$ cat config.mk
export PLATFORM = sky130hd
export DESIGN_NAME = cart_regfile
export DESIGN_NICKNAME = d
export VERILOG_FILES = /design/src/rtl/cart_reg_pkg.sv /design/src/rtl/cart_io_decode.sv /design/src/rtl/cart_bank_store.sv /design/src/rtl/cart_ctrl_store.sv /design/src/rtl/cart_pin_mux.sv /design/src/rtl/cart_regfile.sv
export SDC_FILE = /design/constraint.sdc
export NUM_CORES = 1
export LEC_CHECK = 0
export BUFFER_PORTS_ARGS = -buffer_cell sky130_fd_sc_hd__buf_2
export CORE_MARGIN = 10
export CORE_UTILIZATION = 44
export DETAILED_ROUTE_END_ITERATION = 10
export PLACE_DENSITY_LB_ADDON = 0.05
export SETUP_SLACK_MARGIN = 0.5
export SYNTH_ARGS = -nofsm -noshare
export SYNTH_HDL_FRONTEND = slang
export SYNTH_HIERARCHICAL = 1
export SYNTH_SLANG_ARGS = --single-unit
$ cat constraint.sdc
create_clock -name clk -period 0.95 [get_ports clk]
set_input_delay 0 -clock clk [delete_from_list [all_inputs] [get_ports clk]]
set_output_delay 0 -clock clk [all_outputs]
set_load 0.05 [all_outputs]
$ cat src/rtl/cart_reg_pkg.sv
package cart_reg_pkg;
  localparam int unsigned DATA_W = 8;
  localparam int unsigned ADDR_W = 8;
  localparam int unsigned SEL_W  = 3;
  localparam int unsigned NWIN   = 3;
  localparam int unsigned CHIP_W = 2;

  // Register offsets inside one mirror of the set
  localparam logic [SEL_W-1:0] OFS_BOTH  = 3'd0;
  localparam logic [SEL_W-1:0] OFS_UPPER = 3'd1;
  localparam logic [SEL_W-1:0] OFS_LOWER = 3'd2;
  localparam logic [SEL_W-1:0] OFS_PROBE = 3'd3;

  // Control register field positions
  localparam int unsigned CB_BITBANG = 0;
  localparam int unsigned CB_WIN_DIS = 1;  // three bits: lower, upper, top
  localparam int unsigned CB_CHIP    = 4;  // two bits: A22, A23
  localparam int unsigned CB_SCS     = 5;
  localparam int unsigned CB_SDI     = 6;
  localparam int unsigned CB_SCK     = 7;
endpackage

$ cat src/rtl/cart_io_decode.sv
module cart_io_decode #(
  parameter int unsigned ADDR_W = cart_reg_pkg::ADDR_W,
  parameter int unsigned SEL_W  = cart_reg_pkg::SEL_W
) (
  input  logic              io1_n,
  input  logic              rw,
  input  logic [ADDR_W-1:0] addr,
  output logic              wr_both,
  output logic              wr_upper,
  output logic              wr_lower,
  output logic              wr_ctrl,
  output logic              rd_page
);
  import cart_reg_pkg::*;

  localparam logic [ADDR_W-1:0] SEL_MASK = ADDR_W'((1 << SEL_W) - 1);

  logic [SEL_W-1:0] ofs;
  logic             wr_cyc;

  // upper address bits are masked away: the set mirrors across the page
  assign ofs      = SEL_W'(addr & SEL_MASK);
  assign wr_cyc   = !io1_n && !rw;
  assign rd_page  = !io1_n && rw;

  assign wr_both  = wr_cyc && (ofs == OFS_BOTH);
  assign wr_upper = wr_cyc && (ofs == OFS_UPPER);
  assign wr_lower = wr_cyc && (ofs == OFS_LOWER);
  // upper half of the set (offsets 4..7) all alias the control register
  assign wr_ctrl  = wr_cyc && ofs[SEL_W-1];
endmodule

$ cat src/rtl/cart_bank_store.sv
module cart_bank_store #(
  parameter int unsigned DATA_W = cart_reg_pkg::DATA_W
) (
  input  logic              clk,
  input  logic              wr_both,
  input  logic              wr_upper,
  input  logic              wr_lower,
  input  logic [DATA_W-1:0] wdata,
  output logic [DATA_W-1:0] lower_val,
  output logic [DATA_W-1:0] upper_val
);
  localparam int unsigned NBANK = 2;

  logic [NBANK-1:0]             load;
  logic [NBANK-1:0][DATA_W-1:0] q;

  // index 0 = lower window, index 1 = upper window
  assign load = {wr_upper, wr_lower} | {NBANK{wr_both}};

  // deliberately no reset: contents survive a system reset
  always_ff @(posedge clk) begin
    for (int i = 0; i < NBANK; i++) begin
      if (load[i]) q[i] <= wdata;
    end
  end

  assign lower_val = q[0];
  assign upper_val = q[1];
endmodule

$ cat src/rtl/cart_ctrl_store.sv
module cart_ctrl_store #(
  parameter int unsigned DATA_W = cart_reg_pkg::DATA_W
) (
  input  logic              clk,
  input  logic              rst_n,
  input  logic              wr_ctrl,
  input  logic [DATA_W-1:0] wdata,
  output logic [DATA_W-1:0] ctrl_q
);
  always_ff @(posedge clk or negedge rst_n) begin
    if (!rst_n)       ctrl_q <= '0;
    else if (wr_ctrl) ctrl_q <= wdata;
  end
endmodule

$ cat src/rtl/cart_pin_mux.sv
module cart_pin_mux #(
  parameter int unsigned DATA_W = cart_reg_pkg::DATA_W,
  parameter int unsigned NWIN   = cart_reg_pkg::NWIN,
  parameter int unsigned CHIP_W = cart_reg_pkg::CHIP_W
) (
  input  logic [DATA_W-1:0] ctrl_q,
  input  logic [DATA_W-1:0] lower_val,
  input  logic [DATA_W-1:0] upper_val,
  input  logic              rd_page,
  input  logic              spi_miso,
  output logic [DATA_W:0]   bank_lo,
  output logic [DATA_W:0]   bank_hi,
  output logic [CHIP_W-1:0] flash_hi_addr,
  output logic [NWIN-1:0]   win_en,
  output logic              spi_sck,
  output logic              spi_mosi,
  output logic              spi_cs_n,
  output logic [DATA_W-1:0] rdata,
  output logic              rdata_oe
);
  import cart_reg_pkg::*;

  // 8 KiB bank index: even banks for the lower window, odd for the upper
  function automatic logic [DATA_W:0] bank_index(input logic [DATA_W-1:0] v,
                                                 input logic odd);
    return {v, odd};
  endfunction

  function automatic logic [DATA_W-1:0] probe_word(input logic bit_in);
    logic [DATA_W-1:0] w;
    w = '0;
    w[DATA_W-1] = bit_in;
    return w;
  endfunction

  logic bitbang;
  assign bitbang = ctrl_q[CB_BITBANG];

  assign bank_lo = bank_index(lower_val, 1'b0);
  assign bank_hi = bank_index(upper_val, 1'b1);

  // chip-level address bits only exist in run mode
  assign flash_hi_addr = bitbang ? '0 : ctrl_q[CB_CHIP +: CHIP_W];

  for (genvar w = 0; w < NWIN; w++) begin : g_win
    assign win_en[w] = !bitbang && !ctrl_q[CB_WIN_DIS + w];
  end

  // SPI pins idle high in run mode
  assign spi_sck  = bitbang ? ctrl_q[CB_SCK] : 1'b1;
  assign spi_mosi = bitbang ? ctrl_q[CB_SDI] : 1'b1;
  assign spi_cs_n = bitbang ? ctrl_q[CB_SCS] : 1'b1;

  assign rdata_oe = bitbang && rd_page;
  assign rdata    = rdata_oe ? probe_word(spi_miso) : '0;
endmodule

$ cat src/rtl/cart_regfile.sv
module cart_regfile #(
  parameter int unsigned DATA_W = cart_reg_pkg::DATA_W,
  parameter int unsigned ADDR_W = cart_reg_pkg::ADDR_W,
  parameter int unsigned SEL_W  = cart_reg_pkg::SEL_W,
  parameter int unsigned NWIN   = cart_reg_pkg::NWIN,
  parameter int unsigned CHIP_W = cart_reg_pkg::CHIP_W
) (
  input  logic              clk,
  input  logic              rst_n,
  input  logic              io1_n,
  input  logic              rw,
  input  logic [ADDR_W-1:0] addr,
  input  logic [DATA_W-1:0] wdata,
  output logic [DATA_W-1:0] rdata,
  output logic              rdata_oe,
  output logic [DATA_W:0]   bank_lo,
  output logic [DATA_W:0]   bank_hi,
  output logic [CHIP_W-1:0] flash_hi_addr,
  output logic [NWIN-1:0]   win_en,
  output logic              spi_sck,
  output logic              spi_mosi,
  output logic              spi_cs_n,
  input  logic              spi_miso
);
  // named internal events, visible to the bound checker
  logic              wr_both, wr_upper, wr_lower, wr_ctrl, rd_page;
  logic [DATA_W-1:0] lower_val, upper_val, ctrl_q;

  cart_io_decode #(.ADDR_W(ADDR_W), .SEL_W(SEL_W)) i_decode (
    .io1_n   (io1_n),
    .rw      (rw),
    .addr    (addr),
    .wr_both (wr_both),
    .wr_upper(wr_upper),
    .wr_lower(wr_lower),
    .wr_ctrl (wr_ctrl),
    .rd_page (rd_page)
  );

  cart_bank_store #(.DATA_W(DATA_W)) i_banks (
    .clk      (clk),
    .wr_both  (wr_both),
    .wr_upper (wr_upper),
    .wr_lower (wr_lower),
    .wdata    (wdata),
    .lower_val(lower_val),
    .upper_val(upper_val)
  );

  cart_ctrl_store #(.DATA_W(DATA_W)) i_ctrl (
    .clk    (clk),
    .rst_n  (rst_n),
    .wr_ctrl(wr_ctrl),
    .wdata  (wdata),
    .ctrl_q (ctrl_q)
  );

  cart_pin_mux #(.DATA_W(DATA_W), .NWIN(NWIN), .CHIP_W(CHIP_W)) i_mux (
    .ctrl_q       (ctrl_q),
    .lower_val    (lower_val),
    .upper_val    (upper_val),
    .rd_page      (rd_page),
    .spi_miso     (spi_miso),
    .bank_lo      (bank_lo),
    .bank_hi      (bank_hi),
    .flash_hi_addr(flash_hi_addr),
    .win_en       (win_en),
    .spi_sck      (spi_sck),
    .spi_mosi     (spi_mosi),
    .spi_cs_n     (spi_cs_n),
    .rdata        (rdata),
    .rdata_oe     (rdata_oe)
  );
endmodule

==> results of run 1 <==
[how the worst max path moves through the flow]
stage                                       to             start  slack (ns)  cells after the start
final                         flash_hi_addr[0]  i_ctrl/ctrl_q[0]       -0.29                      3
after global routing          flash_hi_addr[0]  i_ctrl/ctrl_q[0]       -0.33                      3
after CTS                     flash_hi_addr[0]  i_ctrl/ctrl_q[0]       -0.29                      3
after floorplan               i_ctrl/ctrl_q[0]  i_ctrl/ctrl_q[0]        0.02                      1
after global placement    i_banks/lower_val[0]             io1_n       -0.12                      4
after detailed placement  i_banks/lower_val[0]             io1_n       -0.15                      4
[metrics by stage]
stage / utilization, % / setup TNS (ns)
finish: 65.1 / -2.47
global route: 65.1 / -2.83
CTS: 64.7 / -2.51
detailed placement: 54.2 / -2.46
global placement: 54.2 / -2.13
floorplan: - / 0
[metal layers]
metal	GRT usage (%)	vias to the layer above	wire [um]
li1	-	303	-
met2	16.3	41	1200
met4	3.87	0	27
met5	0	-	0
met1	10.4	331	934
met3	3.63	4	254
[timing repair]
item,4_1_cts,5_1_grt
setup endpoints to repair,50,50
hold endpoints to repair,32,24
buffers inserted,1,0
gates resized for setup,62,3
pin swaps,3,3
[state kept, by name (all words and copies together), names as in the netlist]
register,cells
i_banks/upper_val,8
i_banks/lower_val,8
i_ctrl/ctrl_q,8
[cells by family after synthesis]
group         count (synthesis)  synth area share (%)
other cells                   2                 0.665
buf+inv                      26                  17.6
mux                           8                  10.6
flops                        24                  60.3
simple gates                 19                  10.8
[cells in the mapped netlist, drive strengths merged]
master / count / area, sq um
dfrtp: 8 / 200
and2: 2 / 12.5
and3: 1 / 6.26
nor2: 3 / 11.3
conb: 2 / 7.51
nor3b: 1 / 7.51
or2: 2 / 12.5
buf: 26 / 199
mux2: 8 / 120
nor2b: 3 / 18.8
nand2b: 4 / 25.0
edfxtp: 16 / 480
nor4: 2 / 18.8
and2b: 1 / 8.76
[power by group]
part	internal, mW	switching [mW]	total [mW]
sequential	1.21	0.0827	1.29
clock	0.234	0.295	0.529
combinational	0.496	0.632	1.13
total	1.94	1.01	2.95
[layout by cell type, fill, tap and decap left out]
master / instances
sky130_fd_sc_hd__conb_1: 9
sky130_fd_sc_hd__or2_4: 2
sky130_fd_sc_hd__and2_1: 1
sky130_fd_sc_hd__mux2_4: 8
sky130_fd_sc_hd__and2_2: 1
sky130_fd_sc_hd__nor3b_2: 1
sky130_fd_sc_hd__nand2b_2: 1
sky130_fd_sc_hd__buf_4: 5
sky130_fd_sc_hd__nor2b_2: 1
sky130_fd_sc_hd__nand2b_1: 1
sky130_fd_sc_hd__nor4_1: 1
sky130_fd_sc_hd__buf_6: 22
sky130_fd_sc_hd__nand2b_4: 2
sky130_fd_sc_hd__nor2_4: 3
sky130_fd_sc_hd__dfrtp_2: 1
sky130_fd_sc_hd__and3_4: 1
sky130_fd_sc_hd__nor4_4: 1
sky130_fd_sc_hd__buf_12: 1
sky130_fd_sc_hd__dfrtp_1: 7
sky130_fd_sc_hd__edfxtp_1: 16
sky130_fd_sc_hd__clkbuf_4: 3
sky130_fd_sc_hd__buf_2: 13
sky130_fd_sc_hd__and2b_2: 1
sky130_fd_sc_hd__clkbuf_8: 1
sky130_fd_sc_hd__dlygate4sd3_1: 1
sky130_fd_sc_hd__buf_8: 7
sky130_fd_sc_hd__nor2b_4: 2
[area by class of cell]
type                       instances  area, sq um  share of cell area (%)
sequential                        24          682                    42.6
multi-input combinational         36          358                    22.4
clock buffer                       4         36.3                    2.27
timing repair buffer              49          485                    30.4
tap                               30         37.5                    2.35
==> results.txt, run 1 <==
The run finished, with violations left. The checks that failed: negative hold slack, negative setup slack. The post-route clock skew was 0 ns.

The global-route wire length before repair is 3970 um. The tools report the weighted congestion at the end of routability-driven global placement as 0.707. The mean instance size in the synthesized netlist was 14.3 sq um; the number of antenna violations at the first check in global routing was 0. The final wirelength was 2420 um; the cell count after placement was 137. The run gives 190 as the layout filler cell count. The logs give 0 for the global-route congestion overflow total and 27 for the detailed router's first-iteration violation count. The fraction of final layout cells with drive strength greater than 1 works out to 68.1%. The post-synthesis cell area was 1130 sq um; the H-tree depth was 1. For the number of buffers inserted for hold repair after clock tree synthesis, the log shows 1. The average vias per placed instance was 4.75; the layout overhead on the synthesized area was 41.7%. The floorplan step set the die width to 70.6 um. For the final antenna diode count, the log shows 0. The height of the die came out at 70.6 um. The instance count of the mapped netlist came out at 79. After legalization and detailed placement, the total HPWL measured 1870 um. The number of cells on the worst reg-to-reg path was 1. The post-route worst setup slack is -0.290 ns.

On the critical path the largest part of the delay comes from flip-flops. The startpoint identified for the worst hold timing path is wdata[5]. After clock tree synthesis, the clock-pin slew on the worst setup and hold paths is 0.13 ns. Setup violations remaining at the end of the flow were counted as 10. Walking the worst path, the cells encountered are buf_12, nor2b_4, buf_8.

The power density over the cells came out at 1840 nW/um^2. The logs give 0.31 ns for the later-pin clock latency in the skew report and 0 for the remaining routing DRC violations. The worst-case IR drop observed on VDD is 1.06 mV. The leakage power of the design was 0.697 nW; the remaining antenna violation count was 0.

The tools report the largest net degree at the start of global routing as 14. Counting flops and latches in the post-synthesis netlist gives 24. After detailed routing, the average wire length per cell comes to 16.9 um.

The largest single stage delay on the critical path is 0.50 ns. The tree built by TritonCTS fans out to 24 sinks. The number of clock buffers added by TritonCTS is 3. OpenSTA, run right after detailed placement, puts the worst setup slack at -0.145 ns. Yosys mapped the design onto 16 distinct sky130hd cell types. Root buffer cell: sky130_fd_sc_hd__clkbuf_4. The worst-path cell with the longest stage delay is sky130_fd_sc_hd__dfrtp_2. For the worst setup path, the data required time is 0.95 ns. Setup repair after global routing could not meet its margin everywhere. Of all nets on the critical path, the largest fanout is 6. The endpoint identified for the worst register-to-register timing path is i_ctrl/ctrl_q[0]. The tightest min-delay check is of the in2reg type. Port buffering added 41 buffers. Max-slew violation count: 0. The total placed instance area is 1330 sq um, and the starting density of the core is 46.0%.

The tool flagged a number of max-cap violations equal to 0. The origin of the critical flop-to-flop path was i_ctrl/ctrl_q[0]. For this run, the detailed router's first-pass iteration total came to 4. The type of element capturing the critical path is an output port. The setup path with the least slack is of type reg2out. The worst register-to-register path has a setup slack of 0.06 ns. The finished layout holds 143 standard cells, fillers aside. The run gives 9.54% as the overall global routing resource usage. Core region area: 2450 sq um.

At the end of the flow, the number of nets in the layout was 135. The tools report the signal arrival time at the worst endpoint as 1.24 ns. The minimum clock period is 1.24 ns, and the number of top-level pins is 56. The number of failing hold endpoints at the final stage came out at 24. Once layout is done, the placed cells without fillers occupy 1600 sq um.

The number of global-route vias before repair is 810. The tightest hold margin came out at -0.117 ns. Timing would allow up to 806 MHz.

Maximum clock path buffer count: 2. TritonCTS built the clock tree. STA classifies the critical path startpoint as a flop.

Sequential elements use 60.3% of the synthesized area. The end point of the most critical hold path is i_banks/lower_val[5]. The floorplan has 18 rows. The vias after detailed routing came out at 679. Together, buffers and inverters on the worst path number 2. The tools report the yosys synthesis warning count as 6.

The cell depth of the worst min-delay path was 1; the total die area was 4990 sq um. The final critical path takes up 131% of the cycle. The total design power is 2.95 mW.
No activity file was read; power rests on OpenSTA's default activity.
==> run 2: changes to the inputs <==
--- a/config.mk
+++ b/config.mk
@@ -5,7 +5,7 @@
 export SDC_FILE = /design/constraint.sdc
 export NUM_CORES = 1
 export LEC_CHECK = 0
-export BUFFER_PORTS_ARGS = -buffer_cell sky130_fd_sc_hd__buf_2
+export BUFFER_PORTS_ARGS = -buffer_cell sky130_fd_sc_hd__buf_4
 export CORE_MARGIN = 10
 export CORE_UTILIZATION = 44
 export DETAILED_ROUTE_END_ITERATION = 10
==> run 2 against run 1 <==
The flow still finishes with violations (negative hold slack, negative setup slack). Critical path depth unchanged. Via count decreased by 3.8%. Sequential share of layout area decreased by 0.53 points. Clock skew unchanged. Critical path type unchanged.
==> results.txt, run 2 (synthesis gave the netlist of run 1 again) <==
The run finished, with violations left. The final reports fail on negative hold slack, negative setup slack. The die extent in x is 70.6 um (unchanged), and the total CTS buffers is 3 (unchanged).

The number of input and output port buffers inserted is 41 (unchanged), and the final antenna diode count is 0 (unchanged). Remaining routing DRC violations: 0 (unchanged). The final wirelength is 2340 um (-3.1%), and the number of antenna violations at the first check in global routing is 0 (unchanged). Average vias per placed instance: 4.57 (-3.8%). The tools report the maximum VDD drop as 1.03 mV (-2.8%).

The maximum clock path buffer count came out at 2 (unchanged). The height of the die works out to 70.6 um (unchanged). The total die area is 4990 sq um (unchanged).

Start point of the critical path: i_ctrl/ctrl_q[0]. The cell row count was 18 (unchanged); the fraction of power spent switching nets was 33.6% (-0.56 points). The logs give 1 (unchanged) for the H-tree depth and 834 MHz (+3.5%) for the timing-limited maximum frequency.

The run gives 143 (unchanged) as the number of standard cells in the layout, taps in and fillers out. The logs give 137 (unchanged) for the cell count after placement and 1.93 mW (-0.61%) for the cell-internal power. The post-layout net count is 135 (unchanged). The power density over the cells is 1800 nW/um^2 (-2.7%), and the number of buffers inserted for hold repair after clock tree synthesis is 1 (unchanged). The tools report the setup slack of the most critical reg-to-reg path as -0.06 ns (-0.12 ns).

The global-route congestion overflow total was 0 (unchanged). The total design power is 2.91 mW (-1.5%), and the minimum clock period is 1.20 ns (-0.0417 ns). The utilization after layout was 66.0% (+0.82 points); the number of maximum-capacitance constraint violations was 0 (unchanged). Critical-path maximum fanout: 6 (unchanged). The run gives 0 ns (unchanged) as the post-route clock skew. The type of the most critical hold path was in2reg. The worst setup timing slack at the placement stage is -0.148 ns (-0.00285 ns). The critical path start-end classification was reg2out.

Post-route worst setup slack: -0.249 ns (+0.0417 ns). Setup repair after global routing could not meet its margin everywhere. The type of element capturing the critical path is an output port. The remaining antenna violation count was 0 (unchanged). In this run the critical register-to-register path is launched from i_ctrl/ctrl_q[0].

For the final number of setup-violating endpoints, the log shows 11 (+1). The worst hold path begins at wdata[2]. The signal arrival time at the worst endpoint is 1.20 ns (-0.04 ns). For the core region area, the log shows 2450 sq um (unchanged). Overall global routing resource usage: 8.94% (-0.60 points). The largest net degree at the start of global routing is 14 (unchanged).

For the later-pin clock latency in the skew report, the log shows 0.30 ns (about the same). For the number of top-level pins, the log shows 56 (unchanged). For the placed wire-length estimate, the log shows 1830 um (-2.1%). The fraction of final layout cells with drive strength greater than 1 was 68.1% (unchanged); the number of clock sinks was 24 (unchanged).

The worst path required time was 0.95 ns (about the same); the layout overhead on the synthesized area was 43.5%. The library cell used most frequently in the layout, excluding fill and tap cells, is sky130_fd_sc_hd__buf_6. In the layout the commonest cells are 24 x sky130_fd_sc_hd__buf_6, 18 x sky130_fd_sc_hd__buf_4, 16 x sky130_fd_sc_hd__edfxtp_1, 9 x sky130_fd_sc_hd__conb_1, 8 x sky130_fd_sc_hd__mux2_4. The tightest hold margin came out at -0.111 ns (+0.00578 ns). The leakage power of the design was 0.700 nW (+0.32%). The post-route clock period utilization is 126% (-4.4 points), and the proportion of power drawn by combinational gates is 38.4% (+0.2 points).

The tools report the startpoint type of the worst setup path as a flop. The weighted congestion at the end of routability-driven global placement was 0.683 (-3.5%); the vias after detailed routing was 653 (-3.8%). The max-slew violation count is 0 (unchanged), and the number of detailed-routing iterations run before antenna repair is 4 (unchanged). The number of global-route vias before repair is 758 (-6.4%), and the wire length per cell is 16.4 um (-3.1%). Global-route wire length before repair: 3660 um (-7.8%). The clock input transition at the sequential cells of the worst setup and hold paths came out at 0.12 ns (about the same). The run gives 46.0% (unchanged) as the starting density of the core.

TritonCTS built the clock tree. The logs give 6 (-78%) for the detailed router's first-iteration violation count and 978 uW (-3.1%) for the switching component of the power. The tools report the root buffer cell as sky130_fd_sc_hd__clkbuf_4. Number of failing hold endpoints at the final stage: 24 (unchanged). The portion of total power attributed to sequential cells came out at 44.3% (+0.4 points). The run gives 17.4% (-0.5 points) as the clock power share.
[run 2: path summary, 6_finish.rpt]
check / to / depth (start not counted)
worst max register to register: i_ctrl/ctrl_q[0] / 2
worst min-delay path: i_banks/lower_val[2] / 1
worst max-delay path: win_en[2] / 3
max in group asynchronous: i_ctrl/ctrl_q[0] / 2
worst min register to register: i_ctrl/ctrl_q[7] / 1
min in group asynchronous: i_ctrl/ctrl_q[3] / 2
[run 2: repair_timing]
item,in CTS,in global routing
endpoints found under the hold margin,32,24
setup buffers,1,0
endpoints found under the setup margin,50,50
pin swaps,2,2
gates resized for setup,35,3
[run 2: layer usage]
metal	track usage [%]	up-vias	part of all wire [%]
met5	0	-	0
met4	3.87	0	0.90
met3	3.77	2	9.7
met2	14.6	34	51
met1	10.0	315	38
li1	-	302	-
[run 2: cell type report]
class / count / area, sq um
Multi-Input combinational cell: 36 / 358
Tap cell: 30 / 37.5
Sequential cell: 24 / 682
Fill cell: 188 / 836
Clock buffer: 4 / 36.3
Timing Repair Buffer: 49 / 505
[run 2: worst max-delay path: stages, from the launching register on]
cell	delay [ns]
sky130_fd_sc_hd__dfrtp_2	0.48
sky130_fd_sc_hd__buf_4	0.18
sky130_fd_sc_hd__nor2_4	0.08
sky130_fd_sc_hd__buf_6	0.16
[run 2: stage by stage]
step	instance area (sq um)	setup TNS [ns]
finish	1620	-2.18
detailed placement	1420	-2.48
CTS	1610	-2.32
global placement	1420	-1.94
global route	1620	-2.89
floorplan	1280	0
[run 2: power groups by stage]
| stage | sequential [mW] | combinational (mW) | clock [mW] |
|---|---|---|---|
| after floorplan | 1.32 | 0.716 | 0 |
| after global placement | 1.31 | 0.954 | 0 |
| after detailed placement | 1.31 | 0.964 | 0 |
| after CTS | 1.29 | 1.12 | 0.520 |
| after global routing | 1.30 | 1.16 | 0.571 |
| final | 1.29 | 1.12 | 0.505 |
==> run 3: changes to the inputs <==
--- a/config.mk
+++ b/config.mk
@@ -9,7 +9,7 @@
 export CORE_MARGIN = 10
 export CORE_UTILIZATION = 44
 export DETAILED_ROUTE_END_ITERATION = 10
-export PLACE_DENSITY_LB_ADDON = 0.05
+export PLACE_DENSITY = 0.86
 export SETUP_SLACK_MARGIN = 0.5
 export SYNTH_ARGS = -nofsm -noshare
 export SYNTH_HDL_FRONTEND = slang
==> run 3 against run 2 <==
The flow still finishes with violations (negative hold slack, negative setup slack). First-iteration DRC count grew to 2.7 times the previous value. Maximum frequency up 0.20%. Sequential share of layout area down 0.83 points. Clock skew unchanged. Worst setup slack better by 0.0023 ns. Flip-flop and latch count is the same. Critical path type unchanged. Largest power group unchanged.
==> results.txt, run 3 (synthesis gave the netlist of run 1 again) <==
The library cell used most frequently in the layout, excluding fill and tap cells, is sky130_fd_sc_hd__buf_6. The global routing met2 resource utilization was 18.4% (+3.8 points); the wire length per cell was 17.5 um (+6.7%). The power density over the cells is 1910 nW/um^2 (+6.3%).

In the layout the commonest cells are 25 x sky130_fd_sc_hd__buf_6, 16 x sky130_fd_sc_hd__edfxtp_1, 16 x sky130_fd_sc_hd__buf_4, 9 x sky130_fd_sc_hd__conb_1, 8 x sky130_fd_sc_hd__mux2_4. Number of top-level pins: 56 (unchanged). For the tightest hold margin, the log shows -0.117 ns (-0.00580 ns). The met3 capacity usage during global routing is 3.07% (-0.70 points), and the clock input transition at the sequential cells of the worst setup and hold paths is 0.13 ns (about the same). The tools report the startpoint type of the worst setup path as a flop. The tools report the origin of the critical flop-to-flop path as i_ctrl/ctrl_q[2].

The number of maximum-capacitance constraint violations was 0 (unchanged). The cell row count is 18 (unchanged). The worst-path cell with the longest stage delay was sky130_fd_sc_hd__dfrtp_2. The run finished, with violations left.

The logs give 0 ns (unchanged) for the post-route clock skew and 2 (unchanged) for the maximum clock path buffer count. The total placed instance area was 1420 sq um (unchanged). The run gives -0.246 ns (+0.00235 ns) as the post-route worst setup slack.

The tools report the number of detailed-routing iterations run before antenna repair as 3 (-1). The minimum clock period works out to 1.20 ns (-0.00235 ns). Start point of the critical path: i_ctrl/ctrl_q[0]. The max-slew violation count was 0 (unchanged). The utilization after layout is 67.3% (+1.3 points), and the number of input and output port buffers inserted is 41 (unchanged).

The timing-limited maximum frequency was 836 MHz (+0.20%). The signal arrival time at the worst endpoint came out at 1.20 ns (about the same). Setup repair after global routing could not meet its margin everywhere.

The later-pin clock latency in the skew report is 0.29 ns (about the same). The total design power is 3.15 mW (+8.4%), and the remaining antenna violation count is 0 (unchanged). The final wirelength was 2500 um (+6.7%). The logs give 24 (unchanged) for the number of failing hold endpoints at the final stage and 15 (+1) for the largest net degree at the start of global routing. Clock tree synthesis selected as its root buffer the cell sky130_fd_sc_hd__clkbuf_4. Type of element capturing the critical path: an output port. Total buffers and inverters traversed by the critical path: 2 (unchanged). The final reports fail on negative hold slack, negative setup slack. The logs give 0 (unchanged) for the final antenna diode count and 135 (unchanged) for the post-layout net count.

The logs give 1 (unchanged) for the H-tree depth and 1.00 mW (+2.4%) for the switching component of the power. The die extent in x came out at 70.6 um (unchanged). The sum of negative setup slack was -2.10 ns (+0.0841 ns); the clock power share was 22.3% (+4.9 points). The number of standard cells in the layout, taps in and fillers out is 143 (unchanged). The signal on the critical path passes through buf_6, nor2b_4, buf_8. The min-delay analysis places its worst path in the category in2reg. The weighted congestion at the end of routability-driven global placement came out at 0.669 (-2.0%). The remaining routing DRC violations is 0 (unchanged). Among cell families on the critical path, the largest total delay comes from flip-flops.

By startpoint and endpoint, the worst setup path is classified as reg2out. The run gives 16 (+10) as the detailed router's first-iteration violation count. The overall global routing resource usage was 9.73% (+0.79 points). The worst hold path terminates at i_banks/upper_val[2]. Proportion of power drawn by combinational gates: 36.7% (-1.7 points). Placed wire-length estimate: 1940 um (+6.0%).

The vias after detailed routing is 644 (-1.4%), and the maximum VDD drop is 1.50 mV (+46%). The tools report the endpoint of the worst register-to-register path as i_ctrl/ctrl_q[2]. For the final non-filler cell area, the log shows 1650 sq um (+2.0%). The fraction of final layout cells with drive strength greater than 1 was 68.1% (unchanged).

The cell count after placement was 137 (unchanged); the number of antenna violations at the first check in global routing was 0 (unchanged). For the core region area, the log shows 2450 sq um (unchanged). The total CTS buffers was 3 (unchanged). For the number of buffers inserted for hold repair after clock tree synthesis, the log shows 1 (unchanged). The tools report the portion of total power attributed to sequential cells as 41.0% (-3.3 points).

The global routing met1 resource utilization was 9.82% (-0.18 points). TritonCTS built the clock tree. The post-route clock period utilization is 126% (-0.25 points), and the total die area is 4990 sq um (unchanged).

The starting density of the core was 46.0% (unchanged). The average vias per placed instance is 4.50 (-1.4%). The leakage power of the design is 0.716 nW (+2.3%), and the worst path required time is 0.95 ns (about the same). In this run the most critical hold path is launched from wdata[2].

For the number of global-route vias before repair, the log shows 755 (-0.40%). The tools report the number of clock sinks as 24 (unchanged). The fraction of power spent switching nets is 31.8% (-1.9 points), and the setup slack of the most critical reg-to-reg path is 0.02 ns (+0.08 ns). The layout overhead on the synthesized area works out to 46.3%. The tools report the cell-internal power as 2.15 mW (+11%). The global-route congestion overflow total is 0 (unchanged), and the largest incremental delay on the critical path is 0.48 ns (about the same).

The critical-path maximum fanout was 6 (unchanged). Height of the die: 70.6 um (unchanged). The final number of setup-violating endpoints was 10 (-1).

The number of cells on the worst reg-to-reg path is 2 (unchanged), and the cell depth of the worst min-delay path is 1 (unchanged). Layer carrying the most global-route usage: met2. The global-route wire length before repair is 4030 um (+10%).
[run 3: cell types whose count changed in the layout (fill, tap and decap cells not counted), sizes merged]
cell and delta:
bufinv +1, clkbuf -1
[run 3: cell type report]
cell class / instances / area, sq um
sequential: 24 / 682
clock inverter: 1 / 30.0
multi-input combinational: 36 / 363
timing repair buffer: 49 / 517
fill: 170 / 803
tap: 30 / 37.5
clock buffer: 3 / 22.5
[run 3: routing by layer]
| metal | wire length (um) | vias to the layer above | part of all wire, % |
|---|---|---|---|
| met3 | 238 | 2 | 9.5 |
| met2 | 1400 | 29 | 56 |
| met1 | 844 | 310 | 34 |
| met4 | 18 | 0 | 0.72 |
| met5 | 0 | - | 0 |
| li1 | - | 303 | - |
[run 3: how the worst max path moves through the flow]
stage | to | slack [ns] | cells after the start
after global placement | i_banks/upper_val[0] | -0.11 | 4
after floorplan | i_ctrl/ctrl_q[0] | 0.02 | 1
final | flash_hi_addr[0] | -0.25 | 3
after CTS | win_en[1] | -0.25 | 3
after global routing | flash_hi_addr[0] | -0.30 | 3
after detailed placement | i_banks/upper_val[1] | -0.14 | 4
[run 3: stage by stage]
stage | setup slack, ns | hold WS (ns)
after floorplan | 0.0207 | -0.296
after global placement | -0.113 | -0.175
after detailed placement | -0.139 | -0.172
after CTS | -0.254 | -0.127
after global routing | -0.295 | -0.134
final | -0.246 | -0.117
[run 3: timing repair]
action,in CTS,in global routing
endpoints found under the hold margin,32,24
resized for setup,39,3
cloned,0,0
endpoints found under the setup margin,50,50
pin swaps,2,1
setup buffers,1,0
[run 3: power groups by stage]
stage | Combinational, mW | Clock [mW] | Sequential, mW
6_report | 1.16 | 0.702 | 1.29
5_1_grt | 1.20 | 0.748 | 1.31
4_1_cts | 1.14 | 0.715 | 1.29
3_5_place_dp | 0.972 | 0 | 1.31
3_3_place_gp | 0.957 | 0 | 1.30
2_1_floorplan | 0.716 | 0 | 1.32
